`src/rtl/uart_irq_pkg.sv`:
```
package uart_irq_pkg;

    localparam int ADDR_W = 3;
    localparam int IER_W  = 4;
    localparam int MCR_W  = 5;

    localparam int EN_RX = 0;
    localparam int EN_TX = 1;
    localparam int EN_LS = 2;
    localparam int EN_MS = 3;

    localparam int GATE_INT = 2;
    localparam int GATE_NMI = 3;

    typedef enum logic [ADDR_W-1:0] {
        OFS_DATA = 3'd0,
        OFS_IER  = 3'd1,
        OFS_IIR  = 3'd2,
        OFS_MCR  = 3'd4,
        OFS_LSR  = 3'd5,
        OFS_MSR  = 3'd6,
        OFS_SCR  = 3'd7
    } reg_ofs_e;

    typedef enum logic [2:0] {
        SRC_MODEM   = 3'd0,
        SRC_TXEMPTY = 3'd1,
        SRC_RXDATA  = 3'd2,
        SRC_LINE    = 3'd3,
        SRC_TIMEOUT = 3'd6
    } src_code_e;

endpackage

```
`src/rtl/uart_irq_msr.sv`:
```
module uart_irq_msr #(
    parameter int               LINES      = 4,
    parameter logic [LINES-1:0] TRAIL_ONLY = '0
) (
    input  logic             clk,
    input  logic             rst_n,
    input  logic [LINES-1:0] lines_i,
    input  logic             clr_i,
    output logic [LINES-1:0] level_o,
    output logic [LINES-1:0] delta_o
);

    typedef struct packed {
        logic             primed;
        logic [LINES-1:0] level;
        logic [LINES-1:0] delta;
    } msr_st_t;

    msr_st_t s_d, s_q;
    logic [LINES-1:0] hit;

    generate
        for (genvar g = 0; g < LINES; g++) begin : g_edge
            if (TRAIL_ONLY[g]) begin : g_fall
                assign hit[g] = s_q.primed & s_q.level[g] & ~lines_i[g];
            end else begin : g_any
                assign hit[g] = s_q.primed & (s_q.level[g] ^ lines_i[g]);
            end
        end
    endgenerate

    always_comb begin
        s_d        = s_q;
        s_d.primed = 1'b1;
        s_d.level  = lines_i;
        s_d.delta  = (clr_i ? '0 : s_q.delta) | hit;
    end

    always_ff @(posedge clk or negedge rst_n) begin
        if (!rst_n) s_q <= '0;
        else        s_q <= s_d;
    end

    assign level_o = s_q.level;
    assign delta_o = s_q.delta;

endmodule

```
`src/rtl/uart_irq_prio.sv`:
```
module uart_irq_prio
    import uart_irq_pkg::*;
(
    input  logic [IER_W-1:0] en_i,
    input  logic             ls_i,
    input  logic             rd_i,
    input  logic             to_i,
    input  logic             tx_i,
    input  logic             ms_i,
    output logic             none_o,
    output logic [2:0]       code_o
);

    always_comb begin
        none_o = 1'b0;
        code_o = SRC_MODEM;
        if (en_i[EN_LS] && ls_i) begin
            code_o = SRC_LINE;
        end else if (en_i[EN_RX] && rd_i) begin
            code_o = SRC_RXDATA;
        end else if (en_i[EN_RX] && to_i) begin
            code_o = SRC_TIMEOUT;
        end else if (en_i[EN_TX] && tx_i) begin
            code_o = SRC_TXEMPTY;
        end else if (en_i[EN_MS] && ms_i) begin
            code_o = SRC_MODEM;
        end else begin
            none_o = 1'b1;
        end
    end

endmodule

```
`src/rtl/uart_irq_route.sv`:
```
module uart_irq_route (
    input  logic clk,
    input  logic rst_n,
    input  logic pend_i,
    input  logic int_block_i,
    input  logic nmi_block_i,
    output logic int_n_o,
    output logic nmi_n_o
);

    typedef struct packed {
        logic int_n;
        logic nmi_n;
    } route_st_t;

    route_st_t s_d, s_q;

    always_comb begin
        s_d.int_n = ~(pend_i & ~int_block_i);
        s_d.nmi_n = ~(pend_i & ~nmi_block_i);
    end

    always_ff @(posedge clk or negedge rst_n) begin
        if (!rst_n) s_q <= '1;
        else        s_q <= s_d;
    end

    assign int_n_o = s_q.int_n;
    assign nmi_n_o = s_q.nmi_n;

endmodule

```
`src/rtl/uart_irq_unit.sv`:
```
module uart_irq_unit
    import uart_irq_pkg::*;
#(
    parameter int            DATA_W   = 8,
    parameter int            MS_W     = 4,
    parameter logic [MS_W-1:0] MS_TRAIL = 4'b0100
) (
    input  logic                 clk,
    input  logic                 rst_n,
    input  logic [ADDR_W-1:0]    addr_i,
    input  logic [DATA_W-1:0]    wdata_i,
    input  logic                 rd_i,
    input  logic                 wr_i,
    output logic [DATA_W-1:0]    rdata_o,
    input  logic                 ls_evt_i,
    input  logic                 rx_avail_i,
    input  logic                 rx_tmo_i,
    input  logic                 tx_empty_i,
    input  logic [MS_W-1:0]      ms_lines_i,
    output logic                 int_n_o,
    output logic                 nmi_n_o
);

    localparam int MSR_BITS = 2 * MS_W;

    typedef struct packed {
        logic [IER_W-1:0]  ier;
        logic [MCR_W-1:0]  mcr;
        logic [DATA_W-1:0] scr;
        logic              ls;
        logic              rd;
        logic              to;
        logic              tx;
    } core_st_t;

    core_st_t s_d, s_q;

    logic [IER_W-1:0]  ier_q;
    logic [MCR_W-1:0]  mcr_q;
    logic [DATA_W-1:0] scr_q;
    logic              ls_pend, rd_pend, to_pend, tx_pend;
    logic              irq_none;
    logic [2:0]        irq_code;
    logic [MS_W-1:0]   ms_level, ms_delta;
    logic              msr_read, lsr_read, data_read, iir_read, data_write;
    logic              tx_shown;

    assign ier_q   = s_q.ier;
    assign mcr_q   = s_q.mcr;
    assign scr_q   = s_q.scr;
    assign ls_pend = s_q.ls;
    assign rd_pend = s_q.rd;
    assign to_pend = s_q.to;
    assign tx_pend = s_q.tx;

    assign msr_read   = rd_i && (addr_i == OFS_MSR);
    assign lsr_read   = rd_i && (addr_i == OFS_LSR);
    assign data_read  = rd_i && (addr_i == OFS_DATA);
    assign iir_read   = rd_i && (addr_i == OFS_IIR);
    assign data_write = wr_i && (addr_i == OFS_DATA);

    uart_irq_msr #(
        .LINES      (MS_W),
        .TRAIL_ONLY (MS_TRAIL)
    ) u_msr (
        .clk     (clk),
        .rst_n   (rst_n),
        .lines_i (ms_lines_i),
        .clr_i   (msr_read),
        .level_o (ms_level),
        .delta_o (ms_delta)
    );

    uart_irq_prio u_prio (
        .en_i   (ier_q),
        .ls_i   (ls_pend),
        .rd_i   (rd_pend),
        .to_i   (to_pend),
        .tx_i   (tx_pend),
        .ms_i   (|ms_delta),
        .none_o (irq_none),
        .code_o (irq_code)
    );

    assign tx_shown = !irq_none && (irq_code == SRC_TXEMPTY);

    always_comb begin
        s_d = s_q;
        if (wr_i) begin
            case (addr_i)
                OFS_IER: s_d.ier = wdata_i[IER_W-1:0];
                OFS_MCR: s_d.mcr = wdata_i[MCR_W-1:0];
                OFS_SCR: s_d.scr = wdata_i;
                default: ;
            endcase
        end
        s_d.ls = (ls_pend & ~lsr_read) | ls_evt_i;
        s_d.rd = (rd_pend & ~data_read) | rx_avail_i;
        s_d.to = (to_pend & ~data_read) | rx_tmo_i;
        s_d.tx = (tx_pend & ~data_write & ~(iir_read & tx_shown)) | tx_empty_i;
    end

    always_ff @(posedge clk or negedge rst_n) begin
        if (!rst_n) s_q <= '0;
        else        s_q <= s_d;
    end

    always_comb begin
        rdata_o = '0;
        case (addr_i)
            OFS_IER: rdata_o[IER_W-1:0]    = ier_q;
            OFS_IIR: rdata_o[3:0]          = {irq_code, irq_none};
            OFS_MCR: rdata_o[MCR_W-1:0]    = mcr_q;
            OFS_MSR: rdata_o[MSR_BITS-1:0] = {ms_level, ms_delta};
            OFS_SCR: rdata_o               = scr_q;
            default: rdata_o               = '0;
        endcase
    end

    uart_irq_route u_route (
        .clk         (clk),
        .rst_n       (rst_n),
        .pend_i      (!irq_none),
        .int_block_i (mcr_q[GATE_INT]),
        .nmi_block_i (mcr_q[GATE_NMI]),
        .int_n_o     (int_n_o),
        .nmi_n_o     (nmi_n_o)
    );

endmodule

```
`config.mk`:
```
export PLATFORM = sky130hd
export DESIGN_NAME = uart_irq_unit
export DESIGN_NICKNAME = d
export VERILOG_FILES = /design/src/rtl/uart_irq_pkg.sv /design/src/rtl/uart_irq_msr.sv /design/src/rtl/uart_irq_prio.sv /design/src/rtl/uart_irq_route.sv /design/src/rtl/uart_irq_unit.sv
export SDC_FILE = /design/constraint.sdc
export NUM_CORES = 1
export LEC_CHECK = 0
export BUFFER_PORTS_ARGS = -buffer_cell sky130_fd_sc_hd__buf_2
export CORE_MARGIN = 1
export CORE_UTILIZATION = 48
export DETAILED_ROUTE_END_ITERATION = 6
export PLACE_DENSITY = 0.81
export SLEW_MARGIN = 0
export SYNTH_ARGS = -nofsm -noshare
export SYNTH_HDL_FRONTEND = slang
export SYNTH_SLANG_ARGS = --single-unit
```
`constraint.sdc`:
```
create_clock -name clk -period 1.2 [get_ports clk]
set_input_delay 0.24 -clock clk [delete_from_list [all_inputs] [get_ports clk]]
set_output_delay 0.24 -clock clk [all_outputs]
set_load 0.01 [all_outputs]
```
==> impl_metrics.yaml <==
logic_synthesis:
  ys_seq_elements: 32
  synth_edf_count: 0
  syn_nets: 148
  netlist_instances: 125
  synth_cell_types: 36
  syn_area_per_cell_um2: 12.7
  syn-cell-area_mm2: 0.00159
  yosysSeqAreaShare_pct: 50.6
  ys_async_sr_fraction_pct: 100
  ys.flop_type: "dfrtp_1"
  yosys_warnings: 0
clock_tree:
  clk_pin_slew_ns: 0.10
  cts_buffers: 5
  clock_path_buffers: 2
  clkSinkCount: 32
  clkLatencyLatePin_ns: 0.33
  cts_tree: "yes"
  htree_levels: 2
  root_buffer: "clkbuf_4"
placed_design:
  io_buffers: 32
  dpl.hpwl_mm: 2.59
  gp_congestion: 0.933
  place_area_mm2: 0.00198
route:
  drt_iter0_drc: 70
  finalWirelength_mm: 3.70
  drt-wirelength-per-cell_um: 15.7
  vias: 1246
  route.detailed.drc: 0
  ant_nets: 0
  avgViaCountPerCell: 5.28
  drt-pass1-iter-count: 4
hold_path:
  hp-start: "ms_lines_i[2]"
  hold_end: "u_msr.level_o[2]"
  holdPathStages: 1
  hold_class: "in2reg"
setup_path:
  reg2reg_depth: 4
  reg2reg_to: "u_route.nmi_n_o"
  worstSetupEndpointType: "output port"
  crit_fanout: 2
  crit_chain: "o41ai_2 -> nand4_1 -> o221ai_2 -> buf_2"
  reg2reg_setup_slack_ns: -0.12
  critical_path.max_stage_delay_ns: 0.42
  critPathKind: "reg2out"
  cpMaxStageDelayCell: "o41ai_2"
  cp.required_ns: 0.96
  critPathLaunchType: "flop"
  cp_data_arrival_time_ns: 1.66
  r2r_start: "u_msr.delta_o[3]"
global_routing:
  grt_start_max_net_pins: 33
  grt_overflow: 0
  grt_pass1_vias: 1263
  grt_use_total_pct: 23.5
  antenna_found_initial: 0
  grt_pass1_wl_mm: 5.88
power_and_ir_drop:
  cellPowerDensity_mw_per_mm2: 1310
  p_leak_nw: 0.999
  ir_worst_vdd_uv: 699
cells_and_area:
  syn_to_final_growth_pct: 36.4
  layout-drive-gt1-share_pct: 57.3
  nets: 214
  final_cell_area_mm2: 0.00216
  insertedDiodeCount: 0
  fin_util_pct: 69.7
  layout_common_cells: "dfrtp_1 (30), buf_2 (30), buf_4 (29)"
floorplanning:
  ioPinCount: 33
  die_w_um: 59.5
  start_util_pct: 51.1
  num_rows: 20
  die_area_mm2: 0.00354
  die_h_um: 59.5
  coreArea_mm2: 0.00310
sta:
  max_freq_mhz: 527
  rsz0062_at_grt: "yes"
  min_period_ns: 1.90
  finalSetupViolCount: 11
  tns_ns: -3.14
  fin_crit_sh_pct: 158
  final_max_slew_viol_count: 0
  setup_ws_ns: -0.697
  fin_skew_ns: 0.00884
  hold_viol_final: 0
  whs_ns: 0.0253
status:
  status: "complete, but fails checks"
  violations: "setup timing"
flow_run:
  cap_violations: 0
[synth_stat cells (all sizes together), types with 4 or more instances]
| cell | count | area [µm²] |
|---|---|---|
| mux2 | 22 | 282 |
| buf | 6 | 55.1 |
| nand4 | 4 | 25.0 |
| nor2b | 4 | 32.5 |
| nor2 | 6 | 25.0 |
| a22oi | 5 | 37.5 |
| dfrtp | 30 | 751 |
| nand2 | 9 | 33.8 |
[worst max-delay path, delay by kind of cell (launching register included)]
| family | cells | cell delay, ns |
|---|---|---|
| buf+inv | 1 | 0.16 |
| flops | 1 | 0.41 |
| compound gates | 2 | 0.57 |
| simple gates | 1 | 0.19 |
[sequential cells by signal, summed over array words and instances, names as in the netlist, 4 cells and up]
register,flops
u_msr.level_o,4
ier_q,4
mcr_q,5
scr_q,8
u_msr.delta_o,4
[where the power goes]
| group | switching, W | internal (W) | total (W) |
|---|---|---|---|
| Clock | 0.000355 | 0.000289 | 0.000644 |
| Sequential | 0.000130 | 0.00127 | 0.00140 |
| Combinational | 0.000313 | 0.000486 | 0.000799 |
| Total | 0.000798 | 0.00204 | 0.00284 |
[cell families (layout without fill, tap and decap cells)]
family / after synthesis / count (layout) / synth area share, %
buffers and inverters: 8 / 75 / 3.94
DFF: 32 / 32 / 50.6
AOI/OAI and AO/OA: 22 / 22 / 10.6
and+or+nand+nor: 34 / 34 / 13.2
xor gates and xnor gates: 3 / 3 / 1.66
other: 1 / 1 / 0.236
muxes: 25 / 25 / 19.6
[routing by layer]
layer  global-route usage, %  share of wire [%]
met5                       0                  0
met4                    7.97                1.4
met3                    6.99                5.9
met2                    39.3                 51
met1                    28.9                 42
[worst max-delay path by stage]
stage,start,endpoint,slack [ns],cells after the start
6_report,u_msr.delta_o[3],rdata_o[0],-0.70,4
5_1_grt,u_msr.delta_o[3],rdata_o[0],-0.77,4
4_1_cts,u_msr.delta_o[3],rdata_o[0],-0.68,4
3_5_place_dp,u_msr.delta_o[2],rdata_o[0],-0.30,4
3_3_place_gp,u_msr.delta_o[2],rdata_o[0],-0.26,4
2_1_floorplan,u_msr.delta_o[2],rdata_o[0],-0.11,3
[cell type report]
| type | count | area (µm²) |
|---|---|---|
| fillers | 257 | 940 |
| flip-flops and latches | 32 | 803 |
| multi-input cells | 85 | 787 |
| repair buffers | 65 | 452 |
| clock buffers | 8 | 58.8 |
| well taps | 44 | 55.1 |
| inverters | 2 | 7.51 |
[repair_timing]
| action | 4_1_cts | 5_1_grt |
|---|---|---|
| setup endpoints to repair | 12 | 12 |
| hold buffers | 1 | 0 |
| endpoints found under the hold margin | 30 | 0 |
| pin swaps | 5 | 4 |
| setup buffers | 8 | 3 |
| resized for setup | 10 | 2 |
[per-stage QoR]
step	cells	power, W	setup slack (ns)
3_3_place_gp	219	0.00208	-0.256
6_report	236	0.00284	-0.697
3_5_place_dp	219	0.00210	-0.302
5_1_grt	236	0.00299	-0.771
4_1_cts	234	0.00283	-0.679
2_1_floorplan	125	0.00179	-0.113
Note: power is estimated with default switching activity, not from simulation.
